## config.mk

```make
export PLATFORM = sky130hd
export DESIGN_NAME = gs_row_sequencer
export DESIGN_NICKNAME = d
export VERILOG_FILES = /design/src/rtl/gs_seq_pkg.sv /design/src/rtl/gs_gap_clamp.sv /design/src/rtl/gs_burst_fsm.sv /design/src/rtl/gs_row_counter.sv /design/src/rtl/gs_row_sequencer.sv
export SDC_FILE = /design/constraint.sdc
export NUM_CORES = 1
export LEC_CHECK = 0
export ABC_AREA = 1
export BUFFER_PORTS_ARGS = -buffer_cell sky130_fd_sc_hd__buf_2
export CAP_MARGIN = 20
export CELL_PAD_IN_SITES_DETAIL_PLACEMENT = 1
export CELL_PAD_IN_SITES_GLOBAL_PLACEMENT = 1
export CORE_ASPECT_RATIO = 1.75
export CORE_MARGIN = 4
export CORE_UTILIZATION = 30
export CTS_BUF_LIST = sky130_fd_sc_hd__clkbuf_4
export CTS_CLUSTER_SIZE = 20
export DETAILED_ROUTE_END_ITERATION = 7
export PLACE_DENSITY = 0.67
export SYNTH_ARGS = -nofsm -noshare
export SYNTH_HDL_FRONTEND = slang
export SYNTH_HIERARCHICAL = 1
export SYNTH_SLANG_ARGS = --single-unit
```

## constraint.sdc

```tcl
create_clock -name clk -period 1.7 [get_ports clk]
set_input_delay 0.17 -clock clk [delete_from_list [all_inputs] [get_ports clk]]
set_output_delay 0.17 -clock clk [all_outputs]
set_load 0.01 [all_outputs]
```

## src/rtl/gs_seq_pkg.sv

```systemverilog
package gs_seq_pkg;

    typedef enum logic [1:0] {
        ST_IDLE  = 2'd0,
        ST_BURST = 2'd1,
        ST_GAP   = 2'd2
    } seq_state_t;

endpackage

```

## src/rtl/gs_gap_clamp.sv

```systemverilog
module gs_gap_clamp #(
    parameter int GAP_W       = 8,
    parameter int GAP_MIN     = 24,
    parameter int GAP_MAX     = 40,
    parameter int GAP_DEFAULT = 32
) (
    input  logic [GAP_W-1:0] raw_len,
    output logic [GAP_W-1:0] eff_len
);

    localparam logic [GAP_W-1:0] LO  = GAP_W'(GAP_MIN);
    localparam logic [GAP_W-1:0] HI  = GAP_W'(GAP_MAX);
    localparam logic [GAP_W-1:0] DEF = GAP_W'(GAP_DEFAULT);

    always_comb begin
        if (raw_len == '0) begin
            eff_len = DEF;
        end else if (raw_len < LO) begin
            eff_len = LO;
        end else if (raw_len > HI) begin
            eff_len = HI;
        end else begin
            eff_len = raw_len;
        end
    end

    // Clamped length stays inside the legal window
    always_comb begin
        assert_clamp_window_R3: assert (eff_len >= LO && eff_len <= HI);
    end

endmodule

```

## src/rtl/gs_burst_fsm.sv

```systemverilog
module gs_burst_fsm
    import gs_seq_pkg::*;
#(
    parameter int PULSES = 257,
    parameter int DIV    = 8,
    parameter int GAP_W  = 8
) (
    input  logic             clk,
    input  logic             rst_n,
    input  logic             enable,
    input  logic [GAP_W-1:0] gap_len,
    output logic             gsclk,
    output logic             gap_first
);

    localparam int PH_W  = (DIV > 1) ? $clog2(DIV) : 1;
    localparam int CNT_W = $clog2(PULSES + 1);
    localparam int HALF  = DIV / 2;

    localparam logic [PH_W-1:0]  PH_LAST  = PH_W'(DIV - 1);
    localparam logic [PH_W-1:0]  PH_FALL  = PH_W'(HALF - 1);
    localparam logic [PH_W-1:0]  PH_HALF  = PH_W'(HALF);
    localparam logic [CNT_W-1:0] CNT_LAST = CNT_W'(PULSES);

    seq_state_t         state_q, state_d;
    logic [PH_W-1:0]    ph_q, ph_nx;
    logic [CNT_W-1:0]   pcnt_q;
    logic [GAP_W-1:0]   gcnt_q;
    logic [GAP_W-1:0]   gap_q;
    logic               gsclk_q;
    logic               burst_done;
    logic               gap_expired;

    assign ph_nx       = (ph_q == PH_LAST) ? '0 : ph_q + 1'b1;
    assign burst_done  = (pcnt_q == CNT_LAST) && (ph_q == PH_FALL);
    assign gap_expired = (gcnt_q == gap_q - 1'b1);

    // Next-state decode: start, burst_done, resume, park
    always_comb begin
        state_d = state_q;
        unique case (state_q)
            ST_IDLE: begin
                if (enable) state_d = ST_BURST;          // start
            end
            ST_BURST: begin
                if (burst_done) state_d = ST_GAP;        // burst_done
            end
            ST_GAP: begin
                if (gap_expired) begin
                    state_d = enable ? ST_BURST          // resume
                                     : ST_IDLE;          // park
                end
            end
            default: state_d = ST_IDLE;
        endcase
    end

    // State register
    always_ff @(posedge clk) begin
        if (!rst_n) state_q <= ST_IDLE;
        else        state_q <= state_d;
    end

    // Datapath and output register
    always_ff @(posedge clk) begin
        if (!rst_n) begin
            ph_q    <= '0;
            pcnt_q  <= '0;
            gcnt_q  <= '0;
            gap_q   <= '0;
            gsclk_q <= 1'b0;
        end else begin
            unique case (state_q)
                ST_IDLE: begin
                    gsclk_q <= 1'b0;
                    if (state_d == ST_BURST) begin
                        ph_q    <= '0;
                        pcnt_q  <= CNT_W'(1);
                        gsclk_q <= 1'b1;
                    end
                end
                ST_BURST: begin
                    if (state_d == ST_GAP) begin
                        ph_q    <= '0;
                        pcnt_q  <= '0;
                        gcnt_q  <= '0;
                        gap_q   <= gap_len;
                        gsclk_q <= 1'b0;
                    end else begin
                        ph_q    <= ph_nx;
                        gsclk_q <= (ph_nx < PH_HALF);
                        if (ph_nx == '0) pcnt_q <= pcnt_q + 1'b1;
                    end
                end
                ST_GAP: begin
                    gcnt_q  <= gcnt_q + 1'b1;
                    gsclk_q <= 1'b0;
                    if (state_d == ST_BURST) begin
                        ph_q    <= '0;
                        pcnt_q  <= CNT_W'(1);
                        gcnt_q  <= '0;
                        gsclk_q <= 1'b1;
                    end
                end
                default: begin
                    gsclk_q <= 1'b0;
                end
            endcase
        end
    end

    assign gsclk     = gsclk_q;
    assign gap_first = (state_q == ST_GAP) && (gcnt_q == '0);

    // Outside a burst the grayscale clock is parked low
    assert_idle_low_R3: assert property (@(posedge clk) disable iff (!rst_n)
        (state_q != ST_BURST) |-> !gsclk_q);

    // Gap length held for the whole gap once latched
    assert_gap_latched_R8: assert property (@(posedge clk) disable iff (!rst_n)
        (state_q == ST_GAP && $past(state_q) == ST_GAP) |-> $stable(gap_q));

    // A burst never ends before its pulse count is complete
    assert_no_early_end_R1: assert property (@(posedge clk) disable iff (!rst_n)
        (state_q == ST_BURST && state_d == ST_GAP) |-> (pcnt_q == CNT_LAST));

endmodule

```

## src/rtl/gs_row_counter.sv

```systemverilog
module gs_row_counter #(
    parameter int ROWS = 32
) (
    input  logic                     clk,
    input  logic                     rst_n,
    input  logic                     advance,
    output logic [$clog2(ROWS)-1:0]  addr,
    output logic                     step,
    output logic                     eof
);

    localparam int AW = $clog2(ROWS);
    localparam logic [AW-1:0] LAST_ROW = AW'(ROWS - 1);

    logic [AW-1:0] addr_q;
    logic          step_q;
    logic          eof_q;

    always_ff @(posedge clk) begin
        if (!rst_n) begin
            addr_q <= '0;
            step_q <= 1'b0;
            eof_q  <= 1'b0;
        end else if (advance) begin
            addr_q <= (addr_q == LAST_ROW) ? '0 : addr_q + 1'b1;
            step_q <= 1'b1;
            eof_q  <= (addr_q == LAST_ROW);
        end else begin
            step_q <= 1'b0;
            eof_q  <= 1'b0;
        end
    end

    assign addr = addr_q;
    assign step = step_q;
    assign eof  = eof_q;

    // End of frame comes only with a step onto row 0
    assert_eof_wrap_R6: assert property (@(posedge clk) disable iff (!rst_n)
        eof_q |-> (step_q && addr_q == '0));

    // End of frame lasts one cycle
    assert_eof_single_R6: assert property (@(posedge clk) disable iff (!rst_n)
        eof_q |=> !eof_q);

endmodule

```

## src/rtl/gs_row_sequencer.sv

```systemverilog
module gs_row_sequencer #(
    parameter int PULSES      = 257,
    parameter int ROWS        = 32,
    parameter int DIV         = 8,
    parameter int GAP_W       = 8,
    parameter int GAP_MIN     = 24,
    parameter int GAP_MAX     = 40,
    parameter int GAP_DEFAULT = 32
) (
    input  logic                     clk,
    input  logic                     rst_n,
    input  logic                     enable,
    input  logic [GAP_W-1:0]         gap_cycles,
    output logic                     gsclk,
    output logic [$clog2(ROWS)-1:0]  row_addr,
    output logic                     row_step,
    output logic                     frame_end
);

    localparam int RC_W = $clog2(PULSES + 2);

    logic [GAP_W-1:0] gap_eff;
    logic             gap_first;

    gs_gap_clamp #(
        .GAP_W       (GAP_W),
        .GAP_MIN     (GAP_MIN),
        .GAP_MAX     (GAP_MAX),
        .GAP_DEFAULT (GAP_DEFAULT)
    ) u_clamp (
        .raw_len (gap_cycles),
        .eff_len (gap_eff)
    );

    gs_burst_fsm #(
        .PULSES (PULSES),
        .DIV    (DIV),
        .GAP_W  (GAP_W)
    ) u_fsm (
        .clk       (clk),
        .rst_n     (rst_n),
        .enable    (enable),
        .gap_len   (gap_eff),
        .gsclk     (gsclk),
        .gap_first (gap_first)
    );

    gs_row_counter #(
        .ROWS (ROWS)
    ) u_rows (
        .clk     (clk),
        .rst_n   (rst_n),
        .advance (gap_first),
        .addr    (row_addr),
        .step    (row_step),
        .eof     (frame_end)
    );

    // Observation counter for the pulse-count check
    logic            gsclk_d;
    logic [RC_W-1:0] rise_cnt;

    always_ff @(posedge clk) begin
        if (!rst_n) begin
            gsclk_d  <= 1'b0;
            rise_cnt <= '0;
        end else begin
            gsclk_d <= gsclk;
            if (row_step) begin
                rise_cnt <= (gsclk && !gsclk_d) ? RC_W'(1) : '0;
            end else if (gsclk && !gsclk_d) begin
                rise_cnt <= rise_cnt + 1'b1;
            end
        end
    end

    // Exactly PULSES rising edges between row steps
    assert_burst_count_R1: assert property (@(posedge clk) disable iff (!rst_n)
        row_step |-> (rise_cnt == RC_W'(PULSES)));

    // A pulse is never a single-cycle high
    assert_gsclk_min_high_R2: assert property (@(posedge clk) disable iff (!rst_n)
        $rose(gsclk) |=> gsclk);

    // Address moves only with gsclk low now and in the previous cycle
    assert_addr_in_gap_R4: assert property (@(posedge clk) disable iff (!rst_n)
        (row_addr != $past(row_addr)) |-> (!gsclk && !$past(gsclk) && row_step));

endmodule

```

==> summary.txt, run 1 <==
Hold path
  • Worst hold path depth: 3
  • Hold Crit Class: input pin to register

Global routing
  • Grt total ovfl: 0
  • Tot GR Track Use: 0.1583
  • First-pass GRT wire length: roughly 12 mm
  • Initial antenna violation count: 0
  • Vias in the first global route: between 2000 and 3000
  • Largest net degree at the start of global routing: 21

Synthesis
  • Synth top area cells: dfxtp_1 (32%), nand2_1 (13%), nor2_1 (9.9%), inv_1 (8.5%), ha_1 (5.7%)
  • Post-Syn Instances: 371
  • Mean post-synth cell area: between 6 and 7 sq um
  • Leading area contributor after synthesis: dfxtp_1
  • Register area share after synthesis: 0.3175
  • Netlist cell types: 28
  • Post-synthesis register bit count: 38
  • Synthesis Warnings: 6
  • Cell Area, Synth: roughly 2400 sq um
  • Synth top area share: 0.3175

Finish
  • Nets: 453
  • Most common cell after layout, fill and taps aside: nand2_1
  • Area growth, synth to finish: 33.26%
  • Diode count: 0
  • Fill count: roughly 1000
  • Share of layout cells above drive strength 1: 0.2986
  • Most frequent cells in the layout: nand2_1 (67), nor2_1 (55), inv_1 (51), buf_4 (36), dfxtp_1 (32)
  • Fin cells: 520
  • Fin util: 0.4162

Drt
  • Met1 WL: around 2.4 mm
  • Wire length on met2: between 4 and 5 mm
  • Wire per inst: between 10 and 15 um
  • First-pass detailed-route iteration total: 4
  • Vias per cell: approximately 4.8
  • Antenna viol nets, final: 0
  • DRT iter0 DRCs: 95
  • Routed vias: about 2500
  • Met3 Wirelength: approximately 120 um
  • Max layer used: met4
  • Total detailed-routing wirelength: between 7 and 8 mm
  • # DRC: 0

Outcome
  • Outcome: finished with violations
  • Failing checks: negative setup slack

Clock tree
  • Count of hold-fix buffers inserted at cts: 0
  • CTS H-Tree Depth: 2
  • Clk slew on worst S/H paths: 120 ps
  • Clk buf depth: 2
  • CTS sink count: 38
  • Clk_lat worst skew: about 370 ps
  • Inserted Clock Buffers: 5
  • CTS tree: yes
  • CTS root buf: clkbuf_4

Timing
  • Setup-failing EPs final: 22
  • Final worst path period share: 1.117
  • Final Skew: between 10 and 15 ps
  • Fmax: roughly 530 MHz
  • Final worst setup slack: -198.3 ps
  • RSZ-0062 raised after global routing: yes
  • Fin. max-slew vios: 0
  • Fin crit period: 1898 ps
  • Hold Violations, Final: 0

Setup path
  • Setup CP Type: register to register
  • FF-to-FF Start: u_fsm/gap_q[1]
  • Critical Path AT: between 2000 and 2500 ps
  • Reg2reg path depth: 11
  • CP endpoint: u_fsm/pcnt_q[2]
  • Reg2reg setup slack: -200 ps
  • CP Max Fanout: 6
  • Worst EP required: 1970 ps
  • Worst reg2reg endpoint: u_fsm/pcnt_q[2]
  • Crit end category: register
  • Worst Setup SP: u_fsm/gap_q[1]
  • Crit start category: register

Power and ir drop
  • Clk pwr share: 0.273
  • Sw Pwr: slightly below 0.6 mW
  • Sequential group share of total power: 0.525
  • Internal: between 1 and 1.5 mW
  • Sw frac: 0.3200
  • PD cells: 567.9 nW/um^2
  • Comb pwr share: 0.203
  • Pleak: roughly 1.5 nW
  • Peak supply drop: a little over 0.4 mV

Placed design
  • Cells after DPL: between 500 and 600
  • HPWL Detailed: about 5.2 mm
  • PortBufs: 18
  • Routability cong.: between 0.8 and 0.9

Die
  • Std cell rows: 42
  • Die area: between 9000 and 10000 sq um
  • Die height: roughly 130 um
  • Starting Density: 0.3123
  • Die W: ~76 um
  • Io pins: 19
  • Core area: ~7700 sq um

Run
  • MaxCap Viol Count: 0
[how the worst min path moves through the flow]
stage,from,to,slack (ps)
finish,rst_n,u_fsm/pcnt_q[6],200
global route,rst_n,u_fsm/pcnt_q[8],210
CTS,rst_n,u_fsm/pcnt_q[1],180
detailed placement,u_fsm/gap_q[7],u_fsm/gap_q[7],450
global placement,u_fsm/gap_q[7],u_fsm/gap_q[7],450
floorplan,rst_n,u_rows/step,290
[cell usage after synthesis (all sizes together)]
master and number:
ha 11, conb 1, a21oi 24, and3 1, nor3 7, dfxtp 38, nand3 21, xnor2 4
o21ai 17, clkbuf 4, a21boi 2, nand2 85, inv 57, nand4 12, buf 7, o21bai 1
nor2 68, xor2 11
[power by group through the flow]
| stage | clock (mW) | sequential, mW | combinational, mW |
|---|---|---|---|
| 6_report | 0.495 | 0.951 | 0.367 |
| 3_5_place_dp | 0 | 0.970 | 0.286 |
| 4_1_cts | 0.527 | 0.950 | 0.328 |
| 2_1_floorplan | 0 | 0.964 | 0.202 |
| 3_3_place_gp | 0 | 0.969 | 0.276 |
| 5_1_grt | 0.554 | 0.956 | 0.416 |
[through the flow]
step	setup TNS (ps)	power (mW)	hold slack (ps)	cell area, sq um	setup WS [ps]
after CTS	-1745	1.806	179.5	3003	-143.2
after global placement	-2687	1.245	450.8	2815	-146.5
final	-3018	1.813	201.7	3193	-198.3
after detailed placement	-3504	1.256	452.0	2815	-179.4
after floorplan	0	1.166	286.0	2416	7.315
after global routing	-6451	1.925	213.5	3193	-345.9
[layout make-up]
cell class	instances	area [sq um]	area share
timing repair buffer	59	420.4	0.1317
clock inverter	2	8.758	0.002743
sequential	38	770.7	0.2414
multi-input combinational	270	1619	0.5071
clock buffer	6	45.04	0.01411
inverter	57	219.0	0.06857
tap	88	110.1	0.03448
[layer usage]
metal,GRT usage,up-vias
met1,0.1536,1207
met3,0.02552,11
met2,0.3026,20
li1,-,1275
met4,0.07621,0
met5,0,-
[sequential cells by signal, summed over array words and instances, names as in the netlist]
register / count
u_fsm/pcnt_q: 9
u_fsm/gap_q: 8
u_fsm/gcnt_q: 8
u_rows/addr: 5
u_fsm/ph_q: 3
u_fsm/state_q: 2
u_fsm/gsclk: 1
u_rows/eof: 1
u_rows/step: 1
[critical path, cell delays in order, from the launching register on]
cell and delay, ps:
dfxtp_4 390, inv_4 40, ha_4 260, xor2_1 130
o21ai_1 120, nor2_4 170, buf_6 120, nand3_4 70
nand3_4 180, nand2_4 100, nor2_1 130, nor2_1 60
[kinds of logic (layout without fill, tap and decap cells)]
group | Yosys count | in the layout | share of synthesized area
flip-flops | 38 | 38 | 0.3175
AO/OA/AOI/OAI | 44 | 44 | 0.09661
buffers and inverters | 68 | 124 | 0.1159
AND/OR/NAND/NOR | 194 | 198 | 0.3561
adder cells (fa/ha/maj) | 11 | 11 | 0.05744
XOR/XNOR | 15 | 15 | 0.05483
other | 1 | 2 | 0.001565
[timing repair]
action / in CTS / in global routing
pin swaps: 5 / 16
setup endpoints to repair: 27 / 35
gates cloned: 2 / 2
gates resized for setup: 32 / 36
buffers inserted: 0 / 6
(Power assumes the default switching activity.)
==> inputs of run 2 (changes only) <==
--- a/config.mk
+++ b/config.mk
@@ -6,6 +6,7 @@
 export NUM_CORES = 1
 export LEC_CHECK = 0
 export ABC_AREA = 1
+export ABC_CLOCK_PERIOD_IN_PS = 1700
 export BUFFER_PORTS_ARGS = -buffer_cell sky130_fd_sc_hd__buf_2
 export CAP_MARGIN = 20
 export CELL_PAD_IN_SITES_DETAIL_PLACEMENT = 1
@@ -16,7 +17,8 @@
 export CTS_BUF_LIST = sky130_fd_sc_hd__clkbuf_4
 export CTS_CLUSTER_SIZE = 20
 export DETAILED_ROUTE_END_ITERATION = 7
-export PLACE_DENSITY = 0.67
+export PLACE_DENSITY_LB_ADDON = 0.3
+export REMOVE_ABC_BUFFERS = 1
 export SYNTH_ARGS = -nofsm -noshare
 export SYNTH_HDL_FRONTEND = slang
 export SYNTH_HIERARCHICAL = 1
==> run 2 against run 1 <==
Effect of this change:
- final cell count up 0.58%
- clock skew up 0.82 ps
- first-iteration DRC count down 48%
- sequential cell count unchanged
- sequential power about the same
- the run still ends with negative setup slack left
- critical path type unchanged
- largest cell class unchanged
- clock power down 0.8%
==> summary.txt, run 2 (synthesis results as in run 1) <==
Clock tree
  • Clk_lat worst skew: 370 ps (about the same)
  • Clk buf depth: 2 (unchanged)
  • CTS tree: yes
  • CTS sink count: 38 (unchanged)
  • CTS H-Tree Depth: 2 (unchanged)
  • CTS root buf: clkbuf_4
  • Clk slew on worst S/H paths: 120 ps (about the same)
  • Count of hold-fix buffers inserted at cts: 0 (unchanged)
  • Inserted Clock Buffers: 5 (unchanged)

Die
  • Std cell rows: 42 (unchanged)
  • Starting Density: 0.3123 (unchanged)
  • Die area: 9537 sq um (unchanged)
  • Io pins: 19 (unchanged)
  • Die W: 75.56 um (unchanged)
  • Die height: 126.2 um (unchanged)
  • Core area: 7672 sq um (unchanged)

Drt
  • DRT iter0 DRCs: 49 (-48%)
  • Routed vias: 2549 (+1.4%)
  • Antenna viol nets, final: 0 (unchanged)
  • # DRC: 0 (unchanged)
  • First-pass detailed-route iteration total: 4 (unchanged)
  • Vias per cell: 4.874 (+0.85%)
  • Wire per inst: 13.46 um (-1.5%)
  • Total detailed-routing wirelength: 7.040 mm (-0.94%)

Hold path
  • Hold Startpoint: rst_n
  • Hold Crit Class: input pin to register

Timing
  • WHS: 73.51 ps (-128.2 ps)
  • Final worst path period share: 1.081 (-0.03567)
  • Fmax: 544.2 MHz (+3.3%)
  • Setup-failing EPs final: 22 (unchanged)
  • Fin. max-slew vios: 0 (unchanged)
  • RSZ-0062 raised after global routing: yes
  • Final Skew: 11.33 ps (+0.8189 ps)
  • Final worst setup slack: -137.7 ps (+60.64 ps)
  • Total negative slack: -1649 ps (+1368 ps)
  • Fin crit period: 1838 ps (-60.64 ps)
  • Hold Violations, Final: 0 (unchanged)

Setup path
  • Reg2reg path depth: 15 (+4)
  • CP endpoint: u_fsm/pcnt_q[4]
  • Crit end category: register
  • Worst reg2reg endpoint: u_fsm/pcnt_q[4]
  • Worst Setup SP: u_fsm/gap_q[1]
  • Setup CP Type: register to register
  • CP Max Fanout: 5 (-1)
  • Worst EP required: 1970 ps (about the same)
  • Critical Path AT: 2110 ps (-60 ps)
  • FF-to-FF Start: u_fsm/gap_q[1]
  • Reg2reg setup slack: -140 ps (+60 ps)
  • Crit start category: register

Placed design
  • PortBufs: 18 (unchanged)
  • Cell Area, Placed: 2836 sq um (+0.76%)
  • DP Worst Slack: -254.9 ps (-75.40 ps)
  • HPWL Detailed: 5.329 mm (+3.4%)
  • Routability cong.: 0.8249 (+0.71%)

Global routing
  • Tot GR Track Use: 0.1533 (-0.005016)
  • Initial antenna violation count: 1 (+1)
  • Largest net degree at the start of global routing: 17 (-19%)
  • Grt total ovfl: 0 (unchanged)
  • First-pass GRT wire length: 11.30 mm (-4.4%)
  • Vias in the first global route: 2579 (-2.9%)

Finish
  • Share of layout cells above drive strength 1: 0.3111 (+0.01245)
  • Nets: 455 (+0.44%)
  • Max reg flops: 9 (unchanged)
  • Design area: 3204 sq um (+0.35%)
  • Most common cell after layout, fill and taps aside: nand2_1
  • Most frequent cells in the layout: nand2_1 (62), nor2_1 (53), inv_1 (52), buf_4 (35), dfxtp_1 (34)
  • Top reg by flops: u_fsm/pcnt_q
  • Area growth, synth to finish: 33.73%
  • Largest regs: u_fsm/pcnt_q x9, u_fsm/gap_q x8, u_fsm/gcnt_q x8

Power and ir drop
  • Peak supply drop: 0.3879 mV (-3.8%)
  • Pleak: 1.550 nW (+1.0%)
  • Total Power: 1.819 mW (+0.32%)
  • PD cells: 567.8 nW/um^2 (about the same)

Outcome
  • Outcome: finished with violations
  • Failing checks: negative setup slack

Run
  • MaxCap Viol Count: 0 (unchanged)
run 2: worst min path at each step:
stage | end | slack (ps) | cells after the start
after floorplan | u_fsm/state_q[0] | 270 | 2
after global placement | u_fsm/gap_q[7] | 450 | 2
after detailed placement | u_fsm/gap_q[7] | 450 | 2
after CTS | u_fsm/state_q[0] | 50 | 3
after global routing | u_fsm/state_q[0] | 70 | 3
final | u_fsm/state_q[0] | 70 | 3
run 2: power by group:
| part | internal [mW] | switching (mW) | total (mW) |
|---|---|---|---|
| registers | 0.926 | 0.0228 | 0.948 |
| clock network | 0.154 | 0.337 | 0.491 |
| logic | 0.151 | 0.229 | 0.380 |
run 2: worst max-delay path: stages (launching register included):
cell and delay (ps):
dfxtp_2 350, buf_6 110, nor2_4 130, nand2_4 90
nor2_2 80, nand2_1 60, nand2_2 80, nand2_2 70
nor2_4 140, nand2_4 90, nand2_4 90, nand3_4 150
nand2_4 160, nand2_2 50, nand2_1 50, nor2_1 40
run 2: final cells by class:
| cell class | count | area, sq um |
|---|---|---|
| Fill cell | 1016 | 4468 |
| Multi-Input combinational cell | 269 | 1604 |
| Sequential cell | 38 | 765.7 |
| Timing Repair Buffer | 62 | 454.2 |
| Inverter | 57 | 214.0 |
| Tap cell | 88 | 110.1 |
| Clock buffer | 5 | 37.54 |
| Clock inverter | 3 | 16.27 |
| Antenna cell | 1 | 2.502 |
run 2: per-stage QoR:
stage / utilization / cells
after floorplan: - / 361
after global placement: 0.3697 / 507
after detailed placement: 0.3697 / 507
after CTS: 0.3914 / 517
after global routing: 0.4176 / 523
final: 0.4176 / 523
run 2: repair_timing:
action,CTS,global route
buffers inserted,0,4
setup endpoints to repair,24,36
gates cloned,2,1
pin swaps,11,14
hold endpoints to repair,0,0
gates resized for setup,23,51
run 2: routing by layer:
| layer | GRT usage | routed length, um |
|---|---|---|
| met1 | 0.1379 | 2389 |
| met2 | 0.3041 | 4305 |
| met3 | 0.02153 | 151 |
| met4 | 0.07827 | 193 |
| met5 | 0 | 0 |
